File: config.mk
export PLATFORM = sky130hd
export DESIGN_NAME = por_seq_ctrl
export DESIGN_NICKNAME = d
export VERILOG_FILES = /design/src/rtl/por_pkg.sv /design/src/rtl/por_sync.sv /design/src/rtl/por_timer.sv /design/src/rtl/por_regs.sv /design/src/rtl/por_seq_ctrl.sv
export SDC_FILE = /design/constraint.sdc
export NUM_CORES = 1
export LEC_CHECK = 0
export CAP_MARGIN = 20
export CORE_AREA = 3 3 66 68
export CTS_CLUSTER_DIAMETER = 150
export DETAILED_ROUTE_END_ITERATION = 16
export DIE_AREA = 0 0 69 71
export PLACE_DENSITY = 0.77
export SYNTH_ARGS = -nofsm -noshare
export SYNTH_HDL_FRONTEND = slang
export SYNTH_SLANG_ARGS = --single-unit
File: constraint.sdc
create_clock -name clk_slow -period 3.6 [get_ports clk_slow]
set_input_delay 0.72 -clock clk_slow [delete_from_list [all_inputs] [get_ports clk_slow]]
set_output_delay 0.72 -clock clk_slow [all_outputs]
set_load 0.01 [all_outputs]
File: src/rtl/por_pkg.sv
// Package: shared types for the power-on reset sequencer.
// Assumes: one-bit register select on the access port.
package por_pkg;
    typedef enum logic {
        SEL_MODE   = 1'b0,
        SEL_STATUS = 1'b1
    } por_sel_e;
endpackage

File: src/rtl/por_sync.sv
// Module: por_sync
// Purpose: brings the core-supply reset request into the slow-clock domain.
// The clear is asynchronous: a low input clears every stage at once.
// The release is synchronous and takes STAGES rising edges to pass through.
// Assumes: arst_n may change at any time relative to clk.
module por_sync #(
    parameter int STAGES = 2
) (
    input  logic clk,
    input  logic arst_n,
    output logic sync_n
);
    logic [STAGES-1:0] stage_q;

    // Shift a one through the chain; the supply request clears it at once.
    always_ff @(posedge clk or negedge arst_n) begin
        if (!arst_n) begin
            stage_q <= '0;
        end else begin
            stage_q <= {stage_q[STAGES-2:0], 1'b1};
        end
    end

    assign sync_n = stage_q[STAGES-1];
endmodule

File: src/rtl/por_timer.sv
// Module: por_timer
// Purpose: counts slow-clock cycles from the backup release and sets two
// sticky flags. One flag marks the end of the startup delay (processor and
// peripherals), the other the end of the pin pulse of 2^(len+1) cycles.
// Assumes: rel_n is the synchronized supply release and serves as the
// active-low synchronous reset; len may change while the count runs.
module por_timer #(
    parameter int LEN_W       = 4,
    parameter int STARTUP_CYC = 2,
    parameter int CNT_W       = (1 << LEN_W) + 1
) (
    input  logic             clk,
    input  logic             rel_n,
    input  logic [LEN_W-1:0] len,
    output logic             proc_done,
    output logic             ext_done,
    output logic             proc_fire
);
    localparam logic [CNT_W:0] START_V = STARTUP_CYC[CNT_W:0];
    localparam logic [CNT_W:0] ONE_V   = {{CNT_W{1'b0}}, 1'b1};

    logic [CNT_W-1:0] cnt_q;
    logic [CNT_W:0]   cnt_nxt;
    logic [CNT_W:0]   lim;
    logic [LEN_W:0]   shift_amt;
    logic             ext_fire;

    // Next count value and the two release conditions.
    always_comb begin
        cnt_nxt   = {1'b0, cnt_q} + ONE_V;
        shift_amt = {1'b0, len} + {{LEN_W{1'b0}}, 1'b1};
        lim       = ONE_V << shift_amt;
        proc_fire = !proc_done && (cnt_nxt >= START_V);
        ext_fire  = !ext_done && (cnt_nxt >= lim);
    end

    // Cycles since the backup release, held at its maximum.
    always_ff @(posedge clk) begin
        if (!rel_n) begin
            cnt_q <= '0;
        end else if (cnt_q != {CNT_W{1'b1}}) begin
            cnt_q <= cnt_nxt[CNT_W-1:0];
        end
    end

    // Sticky release flags, cleared only by a new supply reset.
    always_ff @(posedge clk) begin
        if (!rel_n) begin
            proc_done <= 1'b0;
            ext_done  <= 1'b0;
        end else begin
            proc_done <= proc_done | proc_fire;
            ext_done  <= ext_done | ext_fire;
        end
    end

    AST_PROC_DELAY: assert property (@(posedge clk) disable iff (!rel_n)
        $rose(proc_done) |-> ({1'b0, cnt_q} == START_V));
    AST_EXT_DELAY: assert property (@(posedge clk) disable iff (!rel_n)
        $rose(ext_done) |-> ({1'b0, cnt_q} >= $past(lim)));
    AST_PROC_STICKY: assert property (@(posedge clk) disable iff (!rel_n)
        proc_done |=> proc_done);
    AST_EXT_STICKY: assert property (@(posedge clk) disable iff (!rel_n)
        ext_done |=> ext_done);
endmodule

File: src/rtl/por_regs.sv
// Module: por_regs
// Purpose: mode register (pin pulse length) and status register (reset
// cause), with a combinational read mux.
// Assumes: rel_n is low for the whole supply reset and clears both
// registers; proc_fire is high for exactly one cycle, at the processor release.
module por_regs
    import por_pkg::*;
#(
    parameter int              LEN_W        = 4,
    parameter int              RTYP_W       = 3,
    parameter int              DATA_W       = 8,
    parameter logic [RTYP_W-1:0] RTYP_GENERAL = '0
) (
    input  logic              clk,
    input  logic              rel_n,
    input  logic              sel,
    input  logic              we,
    input  logic [DATA_W-1:0] wdata,
    input  logic              proc_fire,
    output logic [DATA_W-1:0] rdata,
    output logic [LEN_W-1:0]  len
);
    localparam logic [RTYP_W-1:0] RTYP_PENDING = '1;

    logic [LEN_W-1:0]  mode_q;
    logic [RTYP_W-1:0] status_q;

    // Mode register: cleared by a supply reset, written by software.
    always_ff @(posedge clk) begin
        if (!rel_n) begin
            mode_q <= '0;
        end else if (we && (sel == SEL_MODE)) begin
            mode_q <= wdata[LEN_W-1:0];
        end
    end

    // Status register: pending during reset, cause captured at processor release.
    always_ff @(posedge clk) begin
        if (!rel_n) begin
            status_q <= RTYP_PENDING;
        end else if (proc_fire) begin
            status_q <= RTYP_GENERAL;
        end
    end

    // Read mux, zero-extended to the port width.
    always_comb begin
        rdata = '0;
        if (sel == SEL_MODE) begin
            rdata[LEN_W-1:0] = mode_q;
        end else begin
            rdata[RTYP_W-1:0] = status_q;
        end
    end

    assign len = mode_q;

    AST_STATUS_LATCH: assert property (@(posedge clk) disable iff (!rel_n)
        proc_fire |=> (status_q == RTYP_GENERAL));
    AST_STATUS_HOLD: assert property (@(posedge clk) disable iff (!rel_n)
        (status_q == RTYP_GENERAL) |=> (status_q == RTYP_GENERAL));
    AST_MODE_STABLE: assert property (@(posedge clk) disable iff (!rel_n)
        !we |=> $stable(mode_q));
endmodule

File: src/rtl/por_seq_ctrl.sv
// Module: por_seq_ctrl (top)
// Purpose: power-on reset sequencer. Synchronizes the core-supply reset
// request, releases backup, then peripheral and processor, then the pin
// reset, and exposes the mode and status registers.
// Assumes: clk_slow runs whenever vdd_rst_n is high. The synchronized
// request is the synchronous active-low reset of all internal state.
// Outputs are gated with it so that they drop without a clock edge.
module por_seq_ctrl #(
    parameter int SYNC_STAGES = 2,
    parameter int LEN_W       = 4,
    parameter int STARTUP_CYC = 2,
    parameter int RTYP_W      = 3,
    parameter int DATA_W      = 8
) (
    input  logic              clk_slow,
    input  logic              vdd_rst_n,
    input  logic              reg_sel,
    input  logic              reg_we,
    input  logic [DATA_W-1:0] reg_wdata,
    output logic [DATA_W-1:0] reg_rdata,
    output logic              backup_rst_n,
    output logic              periph_rst_n,
    output logic              proc_rst_n,
    output logic              ext_rst_n
);
    localparam int CNT_W = (1 << LEN_W) + 1;

    logic             rel_n;
    logic             proc_done;
    logic             ext_done;
    logic             proc_fire;
    logic [LEN_W-1:0] len;

    por_sync #(.STAGES(SYNC_STAGES)) u_sync (
        .clk    (clk_slow),
        .arst_n (vdd_rst_n),
        .sync_n (rel_n)
    );

    por_timer #(
        .LEN_W       (LEN_W),
        .STARTUP_CYC (STARTUP_CYC),
        .CNT_W       (CNT_W)
    ) u_timer (
        .clk       (clk_slow),
        .rel_n     (rel_n),
        .len       (len),
        .proc_done (proc_done),
        .ext_done  (ext_done),
        .proc_fire (proc_fire)
    );

    por_regs #(
        .LEN_W        (LEN_W),
        .RTYP_W       (RTYP_W),
        .DATA_W       (DATA_W),
        .RTYP_GENERAL ('0)
    ) u_regs (
        .clk       (clk_slow),
        .rel_n     (rel_n),
        .sel       (reg_sel),
        .we        (reg_we),
        .wdata     (reg_wdata),
        .proc_fire (proc_fire),
        .rdata     (reg_rdata),
        .len       (len)
    );

    // Output gating: the asynchronous clear of the synchronizer drops every output.
    always_comb begin
        backup_rst_n = rel_n;
        periph_rst_n = rel_n & proc_done;
        proc_rst_n   = rel_n & proc_done;
        ext_rst_n    = rel_n & ext_done;
    end

    AST_BACKUP_FIRST: assert property (@(posedge clk_slow) disable iff (!vdd_rst_n)
        $rose(proc_rst_n) |-> $past(backup_rst_n));
endmodule

[Word-level counts from Yosys, hierarchy flattened]
Index checks and enable logic that the tools add are counted.
Storage, ports and cells
  bits of input ports: 12
  bits in registers: 28
  logic and storage cells: 24
  output and inout bits: 12
Cells by class
  shift operators: 1
  $add $sub $neg: 2
  equality and inequality tests: 1
  order comparisons: 2
  reductions and logical operators: 5
  bitwise gates (word level): 5
  multiplexer cells: 2
Operator list (number)
  $add A17 B1 Y18 const B: 1
  $ge A18 B18 Y1: 1
  $ge A18 B2 Y1 const B: 1
  $shl A1 B5 Y18 const A: 1
  $ne A17 B17 Y1 const B: 1
  $add A4 B1 Y5 const B: 1
  $logic_and A1 B1 Y1: 3
  $mux W3: 1
  $and A1 B1 Y1: 2
  $logic_not A1 Y1: 2
  $or A1 B1 Y1: 2
  $mux W1: 1
  $not A1 Y1: 1

[Logic depth before layout (Yosys ltp)]
Gate-level depths: netlist of the first run.
  depth after elaboration: 5
  mapped depth: 14
  gate-level depth less buffers: 12

[Cells and area by module]
A second synthesis of the first run with hierarchy kept.
Second synthesis, totals
  cell total of the unflattened synthesis: 266
  area total of the unflattened synthesis: 2119.5 um^2
By module, submodules not included
  por_timer: area each 1778.0 um^2, cells each 225, instances 1, seq. area each 380.4 um^2
  por_regs: area each 267.8 um^2, cells each 35, instances 1, seq. area each 100.1 um^2
  por_sync: area each 53.8 um^2, cells each 3, instances 1, seq. area each 50.0 um^2
  por_seq_ctrl: area each 20.0 um^2, cells each 3, instances 1, seq. area each 0.0 um^2

[Worst setup path after synthesis of the first run]
No wires, ideal clock.
  kind: reg2reg
  from: register u_timer.cnt_q[0]
  to: register u_timer.proc_done
  clock period less this slack: 2.834 ns
  library setup time: 0.120 ns
  slack: 0.766 ns
  stages on the path, launching flop included: 13
  required time: 3.480 ns
  path buffers: 2
  arrival: 2.714 ns
  cell sequence: dfxtp_1 -> ha_1 -> and4_1 -> buf_4 -> and2b_1 -> buf_4 -> nand2_1 -> nor4bb_1 -> ha_1 -> nor4_1 -> nor4b_1 -> nand4_1 -> o31a_1
Between the ends
  word-level cells in the longest chain between the ends: 4
RTL lines
  start, declared: RTL line por_timer.sv:22  | logic [CNT_W-1:0] cnt_q;
  start signal, assigned: RTL line por_timer.sv:42  | cnt_q <= cnt_nxt[CNT_W-1:0];
  $add A17 B1 Y18: RTL line por_timer.sv:30  | cnt_nxt = {1'b0, cnt_q} + ONE_V;
  net u_timer.cnt_nxt[16]: RTL line por_timer.sv:23  | logic [CNT_W:0] cnt_nxt;
  $ge A18 B2 Y1: RTL line por_timer.sv:33  | proc_fire = !proc_done && (cnt_nxt >= START_V);
  $logic_and A1 B1 Y1: RTL line por_timer.sv:33
  $or A1 B1 Y1: RTL line por_timer.sv:52  | proc_done <= proc_done | proc_fire;
  end signal, assigned: RTL line por_timer.sv:52
  end, declared: RTL line por_timer.sv:15  | output logic proc_done,
The timed path passes the listed nets, and every way through them passes these cells.
A chain may end at the register's enable or synchronous reset.

[Worst setup path after layout of the first run]
  from: register u_timer.cnt_q[1]
  to: register u_timer.proc_done
Same word-level chain as after synthesis.

==> flow_summary.yaml, run 1 <==
worst_setup_path:
  cp_max_fo: 7
  startpoint: "u_timer.cnt_q[1]"
  crit_slowest_cell: "dfxtp_1"
  rrSetupSlack_ps: 350
  cp.required_ps: 3770
  crit_chain: "ha_1 -> and4_1 -> and2b_1 -> nand2_1 -> nor4bb_1 -> ha_1 -> nor4_1 -> nor4b_1 -> nand4_1 -> o31a_1"
  crit_family: "simple AND/OR/NAND/NOR gates"
  arrival_ps: 3420
  crit_top_cell: "ha_1"
  endpoint_kind: "flop"
  start_kind: "flop"
  path_buf_inv: 0
  r2r_cells: 10
  crit_type: "flop to flop"
  r2r-start: "u_timer.cnt_q[1]"
  reg2reg_to: "u_timer.proc_done"
  slowest_delay_ps: 430
power:
  irDropWorstVdd_uv: 140
  power.total_mw: 0.665
  cellPowerDensity_nw_per_um2: 287
  p_leak_nw: 0.972
synthesis:
  synth.cell_area_um2: 2100
  yosysSeqAreaShare_pct: 25.3
  ys_async_sr_fraction_pct: 7.69
  avgSynthCellArea_um2: 7.99
  ys_ff_latch: 26
  synthFlopType: "dfxtp_1"
  synth_warnings: 0
  synth_edf_count: 0
  ys_types: 49
  synth_cells: 263
placement:
  place.port_buffers: 15
  dp.cells: 315
  placed_cell_area_um2: 2240
  place.detailed.hpwl_um: 3010
  dp_slack_ps: 363
  place.gp.congestion: 0.802
timing:
  timing.final.crit_share_pct: 90.4
  setup_slack_ps: 347
  fin_skew_ps: 4.01
  slew_headroom_pct: 57.9
  finalHoldViolations: 0
  fin_crit_ps: 3250
  max_freq_ghz: 0.307
  setup_tns_ps: 0
  finalMaxSlewViolations: 0
  worst_pin_slew_ps: 632
  finalSetupViolCount: 0
  rsz0062_at_grt: "false"
clock_network:
  ctsResizeCount: 0
  cts-root-buf: "clkbuf_8"
  insertion_delay_ps: 270
  clk_pin_slew_ps: 90
  cts_setup_buffers: 0
  htree_levels: 1
  cts_hold_buffers: 0
  cts_tree: "done"
  cts_made_buffers: 3
  cts_max_path_buffers: 2
  cts_sinks: 26
run:
  drv_cap: 0
cells_and_area:
  final-instance-count-excl-fill: 319
  final_common_cell: "dfxtp_1"
  layout.nets: 303
  diodes: 0
  area_delta_synth_final_pct: 10.1
  final_cell_mix: "dfxtp_1, nand2_1, ha_1"
  final_cell_area_um2: 2310
  drive_gt1_share_pct: 4.09
grt:
  met3_usage_pct: 2.98
  grt_overflow: 0
  grt_max_degree: 22
  grt_use_total_pct: 16.7
  met1_usage_pct: 22.2
  antenna_found_initial: 0
  top_usage_layer: "met2"
  grt_first_pass_wirelength_um: 6900
  grt_pass1_vias: 1532
  met2_usage_pct: 27.9
hold_path:
  min_to: "u_sync.stage_q[1]"
  holdCritStartpoint: "u_sync.stage_q[0]"
  min_path_cells: 0
  hp-class: "flop to flop"
route:
  ant_nets: 0
  vias_per_cell: 5.42
  vias: 1729
  wl_per_cell_um: 12.3
  finalWirelength_um: 3940
  drt_iter0_drc: 106
  dr.pass1.iters: 4
  drc: 0
floorplanning:
  die_w_um: 69
  floorplan.initialDensity_pct: 53.7
  row_count: 23
  die_y_um: 71
  die-area_um2: 4900
  core-area_um2: 3910
  ios: 24
run_status:
  status: "finished, final reports clean"
-- per-stage QoR --
| stage | util (%) | hold slack [ps] |
|---|---|---|
| floorplan | - | 331 |
| global placement | 57.3 | 342 |
| detailed placement | 57.3 | 336 |
| CTS | 59.1 | 372 |
| global route | 59.1 | 387 |
| finish | 59.1 | 368 |
-- sequential cells by signal (all words and copies together), names as in the netlist --
name	flops
u_sync.stage_q	2
u_regs.len	4
u_timer.ext_done	1
u_timer.proc_done	1
u_regs.status_q	1
u_timer.cnt_q	17
-- routing by layer --
layer / up-vias / share of wire, %
met4: 0 / 0.58
li1: 911 / -
met2: 26 / 46
met5: - / 0
met3: 2 / 3.5
met1: 790 / 50
-- synthesized netlist by cell type, types with 9 or more instances --
cell     instances  area, um^2
xnor2_1         17         149
xor2_1           9        78.8
nand3_1         11        55.1
nand2_1         22        82.6
nor2_1          17        63.8
o21ai_0         14        70.1
ha_1            21         263
nor2b_1         10        62.6
a21oi_1         12        60.1
dfxtp_1         24         480
and2_1          16         100
inv_1            9        33.8
-- cell type report --
type                       instances  area, um^2
tap                               50        62.6
inverter                           9        33.8
clock inverter                     1        30.0
sequential                        26         531
fill                             379        1600
multi-input combinational        212        1440
timing repair buffer              18         173
clock buffer                       3        41.3
-- how the worst max path moves through the flow --
stage	slack, ps	end	cells after the start
global route	50	u_timer.proc_done	10
detailed placement	360	u_timer.proc_done	10
floorplan	770	u_timer.proc_done	12
global placement	420	u_timer.proc_done	10
CTS	330	u_timer.proc_done	10
finish	350	u_timer.proc_done	10
-- power breakdown --
group / total, mW / switching, mW / internal (mW)
clock: 0.243 / 0.0943 / 0.149
sequential: 0.313 / 0.0133 / 0.299
combinational: 0.109 / 0.0516 / 0.0573
total: 0.665 / 0.159 / 0.505
-- kinds of logic (layout without fill, tap and decap cells) --
| group | Yosys count | in the layout | share of synthesized area [%] |
|---|---|---|---|
| other | 2 | 7 | 0.357 |
| XOR/XNOR | 26 | 26 | 10.8 |
| buffers and inverters | 30 | 31 | 7.03 |
| adder cells (fa/ha/maj) | 21 | 21 | 12.5 |
| multiplexers | 3 | 3 | 1.43 |
| AND/OR/NAND/NOR | 110 | 110 | 28.9 |
| flip-flops | 26 | 26 | 25.3 |
| AO/OA/AOI/OAI | 45 | 45 | 13.6 |
Note: power is estimated with default switching activity, not from simulation.
==> run 2, diff against run 1 <==
Settings changed: GPL_TIMING_DRIVEN set to 0.
Clock period 3.6 ns to 3.89 ns, I/O delays scaled along.
==> flow_summary.yaml, run 2 (synthesized netlist as in run 1, its figures left out) <==
worst_setup_path:
  crit_chain: "ha_1 -> and4_1 -> buf_4 -> and2b_1 -> buf_4 -> nand2_1 -> nor4bb_1 -> ha_1 -> nor4_1 -> nor4b_1 -> nand4_1 -> o31a_1"
  slowest_delay_ps: 490
  arrival_ps: 3660
  cp_max_fo: 7
  cp.required_ps: 4060
  endpoint_kind: "flop"
  crit_slowest_cell: "dfxtp_1"
  start_kind: "flop"
  crit_type: "flop to flop"
grt:
  grt_overflow: 0
  antenna_found_initial: 0
  grt_use_total_pct: 19.7
  grt_max_degree: 15
  grt_pass1_vias: 1757
  grt_first_pass_wirelength_um: 7960
cells_and_area:
  final_common_cell: "dfxtp_1"
  final-instance-count-excl-fill: 337
  layout.nets: 321
  final_cell_mix: "dfxtp_1, nand2_1, ha_1"
  area_delta_synth_final_pct: 13.2
  largest_register_ffs: 17
  fillCellCount: 386
  final_cell_area_um2: 2380
  regMostFlops: "u_timer.cnt_q"
  fin_util_pct: 60.7
  diodes: 0
  drive_gt1_share_pct: 6.62
floorplanning:
  row_count: 23
  die_y_um: 71
  die_w_um: 69
  die-area_um2: 4900
  ios: 24
  core-area_um2: 3910
  floorplan.initialDensity_pct: 53.7
timing:
  fin_crit_ps: 3490
  slew_headroom_pct: 61.4
  finalHoldViolations: 0
  hold_slack_ps: 369
  fin_skew_ps: 7.70
  setup_slack_ps: 395
  setup_tns_ps: 0
  finalSetupViolCount: 0
  finalMaxSlewViolations: 0
  max_freq_ghz: 0.286
  timing.final.crit_share_pct: 89.8
  rsz0062_at_grt: "false"
  worst_pin_slew_ps: 579
clock_network:
  ctsResizeCount: 0
  cts-root-buf: "clkbuf_8"
  clk_pin_slew_ps: 90
  cts_hold_buffers: 0
  cts_max_path_buffers: 2
  cts_tree: "done"
  htree_levels: 1
  cts_setup_buffers: 0
  cts_sinks: 26
  cts_made_buffers: 3
  insertion_delay_ps: 280
power:
  p_leak_nw: 1.02
  irDropWorstVdd_uv: 149
  cellPowerDensity_nw_per_um2: 235
  power.total_mw: 0.558
route:
  ant_nets: 0
  vias: 1825
  finalWirelength_um: 4570
  wl_per_cell_um: 13.6
  drc: 0
  dr.pass1.iters: 5
  vias_per_cell: 5.42
  drt_iter0_drc: 105
run:
  drv_cap: 0
placement:
  placed_cell_area_um2: 2330
  dp.cells: 333
  place.port_buffers: 15
  dp_slack_ps: 476
  place.detailed.hpwl_um: 3520
  place.gp.congestion: 0.821
run_status:
  status: "finished, final reports clean"
hold_path:
  hp-class: "flop to flop"
run 2: report_power, final:
group          leakage (nW)  internal, mW  switching [mW]
sequential            0.219         0.277          0.0132
combinational         0.776        0.0558          0.0494
clock                0.0228        0.0736          0.0890
total                  1.02         0.406           0.152
run 2: layout make-up:
| cell class | count | area (um^2) | area share, % |
|---|---|---|---|
| inverters | 9 | 33.8 | 1.42 |
| clock buffers | 4 | 45.0 | 1.89 |
| flip-flops and latches | 26 | 531 | 22.3 |
| plain buffers | 21 | 114 | 4.79 |
| well taps | 50 | 62.6 | 2.63 |
| repair buffers | 15 | 150 | 6.32 |
| multi-input cells | 212 | 1440 | 60.6 |
run 2: worst paths after layout:
kind / startpoint / endpoint / slack, ps / cells past startpoint
setup reg to reg: u_timer.cnt_q[0] / u_timer.proc_done / 400 / 12
min in group asynchronous: vdd_rst_n / u_sync.stage_q[1] / 640 / 1
max in group asynchronous: vdd_rst_n / u_sync.stage_q[0] / 3130 / 1
hold / removal: u_sync.stage_q[0] / u_sync.stage_q[1] / 370 / 0
setup / recovery: u_timer.cnt_q[0] / u_timer.proc_done / 400 / 12
hold reg to reg: u_sync.stage_q[0] / u_sync.stage_q[1] / 370 / 0
run 2: critical path: cells and delay by family (launching register included):
kind | cells | cell delay, ps
and+or+nand+nor | 7 | 1670
adders and majority gates | 2 | 640
DFF | 1 | 490
AOI/OAI and AO/OA | 1 | 320
buffers and inverters | 2 | 280
run 2: per-layer routing:
metal	GRT usage (%)	share of wire, %	up-vias
met5	0	0	-
met4	8.03	1.8	0
met3	2.84	3.9	9
met2	34.0	49	40
met1	24.7	45	833
li1	-	-	943
